## src/rtl/rfseq_pkg.sv

```systemverilog
package rfseq_pkg;
  localparam int OFS_W  = 11;
  localparam int WAIT_W = 12;

  typedef enum logic [3:0] {
    OP_BAD, OP_RD, OP_WR, OP_CLR, OP_SET, OP_WAIT,
    OP_VCO, OP_DCC, OP_DCO, OP_END
  } op_t;

  typedef enum logic [2:0] {
    S_IDLE, S_FETCH, S_EXEC, S_RDRB, S_RDCAL, S_STALL
  } st_t;
endpackage

```

## src/rtl/rfseq_cmd_ram.sv

```systemverilog
module rfseq_cmd_ram #(
  parameter int DEPTH = 64,
  parameter int WW    = 32,
  localparam int AW   = $clog2(DEPTH)
) (
  input  logic          clk,
  input  logic          we,
  input  logic [AW-1:0] waddr,
  input  logic [WW-1:0] wdata,
  input  logic [AW-1:0] raddr,
  output logic [WW-1:0] rdata
);
  logic [WW-1:0] mem [DEPTH];

  always_ff @(posedge clk) begin
    if (we) mem[waddr] <= wdata;
    rdata <= mem[raddr];
  end
endmodule

```

## src/rtl/rfseq_decode.sv

```systemverilog
module rfseq_decode
  import rfseq_pkg::*;
(
  input  logic [15:0]       cmd,
  output op_t               op,
  output logic [OFS_W-1:0]  ofs,
  output logic [WAIT_W-1:0] nwait
);
  assign ofs   = cmd[OFS_W-1:0];
  assign nwait = cmd[WAIT_W-1:0];

  always_comb begin
    unique case (cmd[15:12])
      4'h1:    op = OP_RD;
      4'h2:    op = OP_WR;
      4'h3:    op = OP_CLR;
      4'h4:    op = OP_SET;
      4'h5:    op = OP_WAIT;
      4'h6:    op = OP_VCO;
      4'h7:    op = OP_DCC;
      4'h8:    op = OP_DCO;
      4'hF:    op = OP_END;
      default: op = OP_BAD;
    endcase
  end
endmodule

```

## src/rtl/rfseq_us_timer.sv

```systemverilog
module rfseq_us_timer #(
  parameter int CLK_PER_US = 4,
  parameter int CW         = 12,
  localparam int PW        = (CLK_PER_US > 1) ? $clog2(CLK_PER_US) : 1
) (
  input  logic          clk,
  input  logic          rst,
  input  logic          start,
  input  logic [CW-1:0] count,
  output logic          done
);
  localparam logic [PW-1:0] PRE_TOP = PW'(CLK_PER_US - 1);

  logic          run;
  logic [PW-1:0] pre;
  logic [CW-1:0] left;

  always_ff @(posedge clk) begin
    if (rst) begin
      run  <= 1'b0;
      pre  <= '0;
      left <= '0;
    end else if (start) begin
      run  <= 1'b1;
      pre  <= PRE_TOP;
      left <= count;
    end else if (run) begin
      if (pre == '0) begin
        pre  <= PRE_TOP;
        left <= left - 1'b1;
        if (left == CW'(1)) run <= 1'b0;
      end else begin
        pre <= pre - 1'b1;
      end
    end
  end

  assign done = run && (pre == '0) && (left == CW'(1));

  // a running countdown never holds a zero microsecond count
  a_r5_left_nonzero: assert property (@(posedge clk) disable iff (rst)
    run |-> (left != '0));
  // a stall is never launched on top of one still counting
  a_r5_no_restart: assert property (@(posedge clk) disable iff (rst)
    start |-> !run);
endmodule

```

## src/rtl/rfseq.sv

```systemverilog
module rfseq
  import rfseq_pkg::*;
#(
  parameter int DEPTH      = 64,
  parameter int DW         = 16,
  parameter int CAW        = 8,
  parameter int CLK_PER_US = 4,
  parameter int MAX_CMDS   = 128,
  localparam int AW        = $clog2(DEPTH)
) (
  input  logic             clk,
  input  logic             rst,
  input  logic             prog_we,
  input  logic [AW-1:0]    prog_addr,
  input  logic [31:0]      prog_data,
  input  logic [AW-1:0]    entry0,
  input  logic [AW-1:0]    entry1,
  input  logic [AW-1:0]    entry2,
  input  logic             trig,
  input  logic [1:0]       trig_sel,
  input  logic [CAW-1:0]   vco_base,
  input  logic [CAW-1:0]   chan_idx,
  input  logic [CAW-1:0]   pwr_base,
  input  logic [CAW-1:0]   pwr_idx,
  output logic             rb_re,
  output logic             rb_we,
  output logic [OFS_W-1:0] rb_addr,
  output logic [DW-1:0]    rb_wdata,
  input  logic [DW-1:0]    rb_rdata,
  output logic             cal_re,
  output logic [CAW-1:0]   cal_addr,
  input  logic [DW-1:0]    cal_rdata,
  output logic             busy,
  output logic             err
);
  localparam int BW = $clog2(DW);
  localparam int NW = $clog2(MAX_CMDS + 1);
  localparam logic [NW-1:0] NMAX = NW'(MAX_CMDS);

  st_t               st;
  logic [AW:0]       pc;
  logic [NW-1:0]     ncmd;
  logic [DW-1:0]     wreg;
  logic [31:0]       word;
  logic [15:0]       cmd;
  op_t               op;
  logic [OFS_W-1:0]  ofs;
  logic [WAIT_W-1:0] nwait;
  logic [BW-1:0]     bidx;
  logic              at_limit;
  logic              tmr_start;
  logic              tmr_done;
  logic [AW-1:0]     entry_sel;
  logic [CAW-1:0]    pwr_row;

  rfseq_cmd_ram #(.DEPTH(DEPTH), .WW(32)) u_ram (
    .clk(clk), .we(prog_we), .waddr(prog_addr), .wdata(prog_data),
    .raddr(pc[AW:1]), .rdata(word)
  );

  assign cmd  = pc[0] ? word[31:16] : word[15:0];
  assign bidx = cmd[BW-1:0];

  rfseq_decode u_dec (.cmd(cmd), .op(op), .ofs(ofs), .nwait(nwait));

  assign at_limit  = (ncmd == NMAX);
  assign tmr_start = (st == S_EXEC) && !at_limit && (op == OP_WAIT) && (nwait != '0);

  rfseq_us_timer #(.CLK_PER_US(CLK_PER_US), .CW(WAIT_W)) u_tmr (
    .clk(clk), .rst(rst), .start(tmr_start), .count(nwait), .done(tmr_done)
  );

  always_comb begin
    unique case (trig_sel)
      2'd0:    entry_sel = entry0;
      2'd1:    entry_sel = entry1;
      default: entry_sel = entry2;
    endcase
  end

  assign pwr_row = {pwr_idx[CAW-2:0], 1'b0};

  always_ff @(posedge clk) begin
    if (rst) begin
      st       <= S_IDLE;
      pc       <= '0;
      ncmd     <= '0;
      wreg     <= '0;
      busy     <= 1'b0;
      err      <= 1'b0;
      rb_re    <= 1'b0;
      rb_we    <= 1'b0;
      cal_re   <= 1'b0;
      rb_addr  <= '0;
      rb_wdata <= '0;
      cal_addr <= '0;
    end else begin
      rb_re  <= 1'b0;
      rb_we  <= 1'b0;
      cal_re <= 1'b0;
      unique case (st)
        S_IDLE: begin
          if (trig && (trig_sel != 2'd3)) begin
            pc   <= {entry_sel, 1'b0};
            ncmd <= '0;
            busy <= 1'b1;
            err  <= 1'b0;
            st   <= S_FETCH;
          end
        end
        S_FETCH: st <= S_EXEC;
        S_EXEC: begin
          if (at_limit) begin
            busy <= 1'b0;
            err  <= 1'b1;
            st   <= S_IDLE;
          end else begin
            ncmd <= ncmd + 1'b1;
            unique case (op)
              OP_RD: begin
                rb_re   <= 1'b1;
                rb_addr <= ofs;
                st      <= S_RDRB;
              end
              OP_WR: begin
                rb_we    <= 1'b1;
                rb_addr  <= ofs;
                rb_wdata <= wreg;
                pc       <= pc + 1'b1;
                st       <= S_FETCH;
              end
              OP_CLR: begin
                wreg[bidx] <= 1'b0;
                pc         <= pc + 1'b1;
                st         <= S_FETCH;
              end
              OP_SET: begin
                wreg[bidx] <= 1'b1;
                pc         <= pc + 1'b1;
                st         <= S_FETCH;
              end
              OP_WAIT: begin
                if (nwait == '0) begin
                  pc <= pc + 1'b1;
                  st <= S_FETCH;
                end else begin
                  st <= S_STALL;
                end
              end
              OP_VCO: begin
                cal_re   <= 1'b1;
                cal_addr <= vco_base + chan_idx;
                st       <= S_RDCAL;
              end
              OP_DCC: begin
                cal_re   <= 1'b1;
                cal_addr <= pwr_base + pwr_row;
                st       <= S_RDCAL;
              end
              OP_DCO: begin
                cal_re   <= 1'b1;
                cal_addr <= pwr_base + pwr_row + CAW'(1);
                st       <= S_RDCAL;
              end
              OP_END: begin
                busy <= 1'b0;
                st   <= S_IDLE;
              end
              default: begin
                busy <= 1'b0;
                err  <= 1'b1;
                st   <= S_IDLE;
              end
            endcase
          end
        end
        S_RDRB: begin
          wreg <= rb_rdata;
          pc   <= pc + 1'b1;
          st   <= S_FETCH;
        end
        S_RDCAL: begin
          wreg <= cal_rdata;
          pc   <= pc + 1'b1;
          st   <= S_FETCH;
        end
        S_STALL: begin
          if (tmr_done) begin
            pc <= pc + 1'b1;
            st <= S_FETCH;
          end
        end
        default: st <= S_IDLE;
      endcase
    end
  end

  // strobes are exclusive
  a_r12_one_strobe: assert property (@(posedge clk) disable iff (rst)
    $onehot0({rb_re, rb_we, cal_re}));
  // no strobe outside a running sequence
  a_r12_quiet_idle: assert property (@(posedge clk) disable iff (rst)
    !busy |-> !(rb_re || rb_we || cal_re));
  // register access strobes last exactly one cycle
  a_r3_single_pulse: assert property (@(posedge clk) disable iff (rst)
    (rb_re || rb_we) |=> !(rb_re || rb_we));
  // an error appears only at the moment a sequence stops
  a_r9_err_at_stop: assert property (@(posedge clk) disable iff (rst)
    $rose(err) |-> $fell(busy));
  // the command count never exceeds the limit
  a_r10_count_bound: assert property (@(posedge clk) disable iff (rst)
    ncmd <= NMAX);
  // a trigger during a running sequence does not restart it
  a_r11_no_relaunch: assert property (@(posedge clk) disable iff (rst)
    (busy && st != S_IDLE && trig) |=> (ncmd >= $past(ncmd)));
endmodule

```

## config.mk

```make
export PLATFORM = sky130hd
export DESIGN_NAME = rfseq
export DESIGN_NICKNAME = d
export VERILOG_FILES = /design/src/rtl/rfseq_pkg.sv /design/src/rtl/rfseq_cmd_ram.sv /design/src/rtl/rfseq_decode.sv /design/src/rtl/rfseq_us_timer.sv /design/src/rtl/rfseq.sv
export SDC_FILE = /design/constraint.sdc
export NUM_CORES = 2
export LEC_CHECK = 0
export ABC_AREA = 1
export BUFFER_PORTS_ARGS = -buffer_cell sky130_fd_sc_hd__buf_4
export CAP_MARGIN = 20
export CORE_ASPECT_RATIO = 1.5
export CORE_UTILIZATION = 62
export CTS_BUF_LIST = sky130_fd_sc_hd__clkbuf_16
export CTS_CLUSTER_SIZE = 20
export DETAILED_ROUTE_END_ITERATION = 10
export PLACE_DENSITY_LB_ADDON = 0.05
export SKIP_CTS_REPAIR_TIMING = 1
export SYNTH_ARGS = -nofsm -noshare
export SYNTH_HDL_FRONTEND = slang
export SYNTH_SLANG_ARGS = --single-unit
```

## constraint.sdc

```tcl
create_clock -name clk -period 6.7 [get_ports clk]
set_clock_uncertainty 0.1 [all_clocks]
set_input_delay 0.67 -clock clk [delete_from_list [all_inputs] [get_ports clk]]
set_output_delay 0.67 -clock clk [all_outputs]
set_load 0.02 [all_outputs]
```

Word level (Yosys, flattened, before mapping) --
Memory sizes are Yosys's and may differ from the RTL's. A register that Yosys moved wholly into a read port is not among the register bits. Index checks and enable logic that the tools add are counted.
Word-level totals: bits in registers 89, memory bits (writable) 2048, ROM bits 64, bits of input ports 126, output and inout port bits 40, word-level logic and storage cells 139, memories 2
Memories:
- u_ram.mem | depth 64, width 32, read ports 1, clocked after Yosys merged registers in 1, wr ports 1, line rfseq_cmd_ram.sv:13 | logic [WW-1:0] mem [DEPTH];
- (no name shown) | depth 16, width 4, read ports 1, clocked after Yosys merged registers in 0, wr ports 0, line rfseq_decode.sv:13 | unique case (cmd[15:12])
Cells by class: add/sub/neg operators 7, order comparisons 2, equality and inequality tests 26, muxes and demuxes 46, bitwise logic cells 5, reductions and logical operators 36
Operators by type and width (count):
- $pmux W16 S3 | 1
- $mux W12 | 3
- $mux W16 | 2
- $pmux W16 S2 | 1
- $mux W7 | 4
- $pmux W7 S4 | 1
- $pmux W8 S3 | 1
- $reduce_and A3 Y1 | 7
- $add A8 B1 Y8 const B | 2
- $add A8 B8 Y8 | 2
- $and A16 B16 Y16 | 1
- $eq A4 B3 Y1 const B | 4
- $mux W1 | 16
- $mux W8 | 2
- $not A16 Y16 | 1
- $or A16 B16 Y16 | 1
- $pmux W8 S2 | 1
- $pmux W3 S5 | 1
- $pmux W7 S2 | 1
- $eq A12 B1 Y1 const B | 1
- $logic_not A12 Y1 | 1
- $mux W3 | 4
- $pmux W3 S4 | 1
- $pmux W6 S2 | 1
- 35 further kinds | 62

Depth between registers and ports, before layout --
depth after elaboration 10, mapped depth 15, mapped depth without buffers 15

By module --
Synthesis repeated with hierarchy kept, for this count alone.
Second synthesis, totals: cell total of the unflattened synthesis 7793, area total of the unflattened synthesis 89044.2 um2
By module, submodules not included:
- rfseq_cmd_ram | times used 1, cells an instance 6770, area each 82740.6 um2, sequential area each 62139.6 um2
- rfseq | times used 1, cells an instance 831, area each 5109.9 um2, sequential area each 1481.4 um2
- rfseq_us_timer | times used 1, cells an instance 158, area each 968.4 um2, sequential area each 300.3 um2
- rfseq_decode | times used 1, cells an instance 34, area each 225.2 um2, sequential area each 0.0 um2

Worst setup path before layout --
OpenSTA, ideal clock, no wires.
kind input port to flip-flop, from input port prog_we, to memory u_ram.mem[32][0], enable pin, setup time 505 ps, arrival time 4330 ps, data required time 6095 ps, path slack 1765 ps, stages 3, buffers on the path 1, cell sequence clkbuf_1 > nand4_1 > nor4_1
Between the ends: longest elaborated chain between the ends 2
Ends and longest elaborated chain:
- start: declaration | line rfseq.sv:13 | input logic prog_we,
- $mux W1 | line rfseq_cmd_ram.sv:16 | if (we) mem[waddr] <= wdata;
- $mux W1 (implied by the code) | line rfseq_cmd_ram.sv:16
- end: declaration | line rfseq_cmd_ram.sv:13
Every way passes these cells.

==> out/results.txt <==
The internal portion of the total power is 23.38 mW. The tools report the max-slew violation total from the final report as 0. On the critical path, the stage with the largest delay is an instance of dfxtp_4. The commonest cells after synthesis are edfxtp_1 (2048), nor2_1 (1416), o21ai_0 (1061). Counting every net in the synthesized netlist gives 7210.

Detailed placement finished with a half-perimeter wire length of 119600 um. The design draws 34.94 mW. Summed over all instances, the cell type with the most area after synthesis is edfxtp_1. Total congestion overflow: 0. For this run, the number of Yosys warnings is 0. In this run the biggest area consumer among cell types represents 70.72% of the synthesized area.

Setup repair after global routing left no endpoint under its margin. Routability-driven placement finished with a final weighted congestion of 0.8682. The run gives 53160 as the via count of the first global-routing pass.

The count of buffers from port buffering works out to 164. In this run the remaining antenna-violating nets after routing total 0. In this run the clock root is driven by a clkbuf_16. In this run the worst path has a maximum fanout of 59.

For the number of antenna violations at the first check in global routing, the log shows 9. The logs give 5.105% for the global-route met3 utilization and 840 ps for the insertion delay of the later-clocked pin in the worst-skew pair. The share of flip-flops with an asynchronous set or reset after synthesis was 0%; the static power due to leakage was 32.15 nW.

The global routing met2 resource utilization is 53.61%, and the number of register bits inferred by synthesis is 2169. The final-report hold violation count was 0. The tools report the highest achievable clock rate as 0.2641 GHz.

After detailed routing, the number of remaining DRC violations is 0. The post-synthesis instance total was 7062. The most used flip-flop cell after synthesis is edfxtp_1.

The most frequent cell after synthesis was edfxtp_1. After synthesis, the cell types taking the most area are edfxtp_1 (71%), nor2_1 (6.1%), o21ai_0 (6.1%). In this run the deepest clock path goes through 3 buffers. The area of the core is 0.1394 mm2.

The filler-free cell count of the finished design was 9096; the ratio of final minimum period to clock period was 56.52%. The detailed-router iteration count before antenna repair came out at 8. Adding up every negative setup slack in the final design gives 0 ps. Among cell families on the critical path, the largest total delay comes from buffers and inverters. TritonCTS built the clock tree. Dividing total power by cell area gives a power density of 363.9 mW/mm2.

Walking the worst path, the cells encountered are nand2_1, inv_6, buf_4, a21oi_1, nand3_1, nand3_1, nand2_1. The first-pass GRT wire length is 336100 um. The number of cell rows was 168; the global routing usage summed across all routing layers was 32.65%. The largest single stage delay on the critical path is 1010 ps. The clock share of power was 30.6%; the initial standard-cell utilization of the core was 62.40%.

The number of design-rule violations left by the first detailed-router iteration was 6960; the signed area change from the synthesized netlist to the final layout was 10.41%. For this run, the register share of the synthesized area comes to 73.51%. The detail-routed via count per cell was 6.294; the vertical die dimension was 460.7 um. The H-tree was split into 4 levels.

The flow ran to the end, and the final reports show no timing, DRC or antenna violations. The number of buffers and inverters on the critical path is 2. The class of the tightest hold or removal check was in -> reg. Of the total power, registers draw 43.8%.

Counting tap cells, the placed design contains a total of 8741 instances. The data arrival at the endpoint of the critical path came out at 4430 ps. STA classifies the critical path endpoint as a register. In the final layout, the share of cells above drive strength 1 is 8.951%. The global routing stage identified its most utilized layer as met2. After detailed routing, the average wire length per cell comes to 25.65 um.

The CTS sink count came out at 2169. The critical path is of the reg -> reg type. Of the total power, combinational logic draws 25.6%.

VDD sags by at most 0.2959 mV. The tools report the category of the worst setup path launch point as a register. The synthesized design contains 2048 enable-type register cells. After synthesis the cells add up to 0.08696 mm2. The run gives 0 as the max-capacitance violation count. At the pin with the least slew margin, the transition time is 1065 ps. The floorplan die area was 0.1418 mm2; the utilization after layout was 68.90%. The count of different cell masters after synthesis came out at 44.

The tightest hold path in the finished design has a slack of 136.4 ps. Wires add up to 233300 um. The fraction of power spent switching nets was 33.09%. Setup violations remaining at the end of the flow were counted as 0. Clock-pin slew was measured on the worst setup and hold paths at 70 ps. For the worst setup path, the data required time is 7340 ps. The die is 307.8 um wide.

The run gives 189 as the largest net degree at the start of global routing. The tools report the overall via count from detail_route as 57249. In this run the count of I/O pins placed on the die edge is 166.

For the final net count, the log shows 7210. The clock period minus final worst setup slack works out to 3787 ps. In this run the power spent charging and discharging nets is 11.56 mW.

For this run, global-route usage on met1 was measured as 43.09%. The number of clock buffers added by TritonCTS is 189. The worst pin sits at a relative slew slack of 28.81%.

Average size of a mapped cell: 12.31 um2.
[power by group through the flow]
stage / Sequential, mW / Combinational (mW) / Clock, mW
2_1_floorplan: 15.4 / 5.90 / 0
6_report: 15.3 / 8.94 / 10.7
5_1_grt: 15.3 / 9.69 / 11.3
4_1_cts: 15.3 / 8.83 / 10.8
3_5_place_dp: 15.6 / 8.80 / 0
3_3_place_gp: 15.6 / 8.61 / 0
[logic make-up after synthesis]
kind of cell	count (synthesis)	synth area share, %
xor gates and xnor gates	18	0.1813
AOI/OAI and AO/OA	1795	11.55
adders and majority gates	22	0.3338
DFF	2169	73.51
and+or+nand+nor	2432	11.34
buffers and inverters	626	3.092
[final cells by class]
class                   count  area (um2)
diodes                      9       22.52
clock buffers             194        4855
clock inverters           152        1166
fillers                  9807       43350
inverters                 162       640.6
multi-input cells        4267       20830
flip-flops and latches   2169       63940
well taps                1870        2340
repair buffers            273        2225
[metrics by stage]
stage | cell area [um2] | setup WS [ps]
finish | 96020 | 2913
global route | 96010 | 2756
CTS | 95990 | 2964
detailed placement | 89970 | 2981
global placement | 89970 | 3012
floorplan | 86960 | 1765
[path summary, 6_finish.rpt]
kind	from	endpoint	slack, ps	cells after the start
worst min register to register	register	register	370	2
worst min-delay path	rst	cal_re	140	2
worst max register to register	pc[3]	u_ram.rdata[29]	2910	7
worst max-delay path	pc[3]	u_ram.rdata[29]	2910	7
[registers in the layout, indices dropped and copies added, names as in the netlist, 2 cells and up, named ones only]
| register | cells |
|---|---|
| cal_addr | 8 |
| ncmd | 8 |
| pc | 7 |
| rb_addr | 11 |
| rb_wdata | 16 |
| st | 3 |
| u_ram.mem | 2048 |
| u_ram.rdata | 32 |
| u_tmr.left | 12 |
| u_tmr.pre | 2 |
[metal layers]
layer	vias to the layer above	part of all wire [%]
li1	25763	-
met1	28226	38
met2	2794	49
met3	466	9.1
met4	0	4.5
met5	-	0
[layout by cell type, fill, tap and decap left out, types with 186 or more instances in the layout]
master,synthesis,routed
o211ai_1,227,227
o22ai_1,238,238
nor2_1,1416,1355
nand2_1,522,522
a21oi_1,186,186
o21ai_0,1061,1061
clkbuf_16,0,194
inv_1,149,196
buf_4,19,259
edfxtp_1,2048,2048
nand3_1,416,416
[worst reg2reg max path, delay by kind of cell, from the launching register on]
kind                   cells  cell delay (ps)
buffers and inverters      2             1290
AND/OR/NAND/NOR            4             1130
AO/OA/AOI/OAI              1              190
flip-flops                 1             1010
No activity file was read; power rests on OpenSTA's default activity.
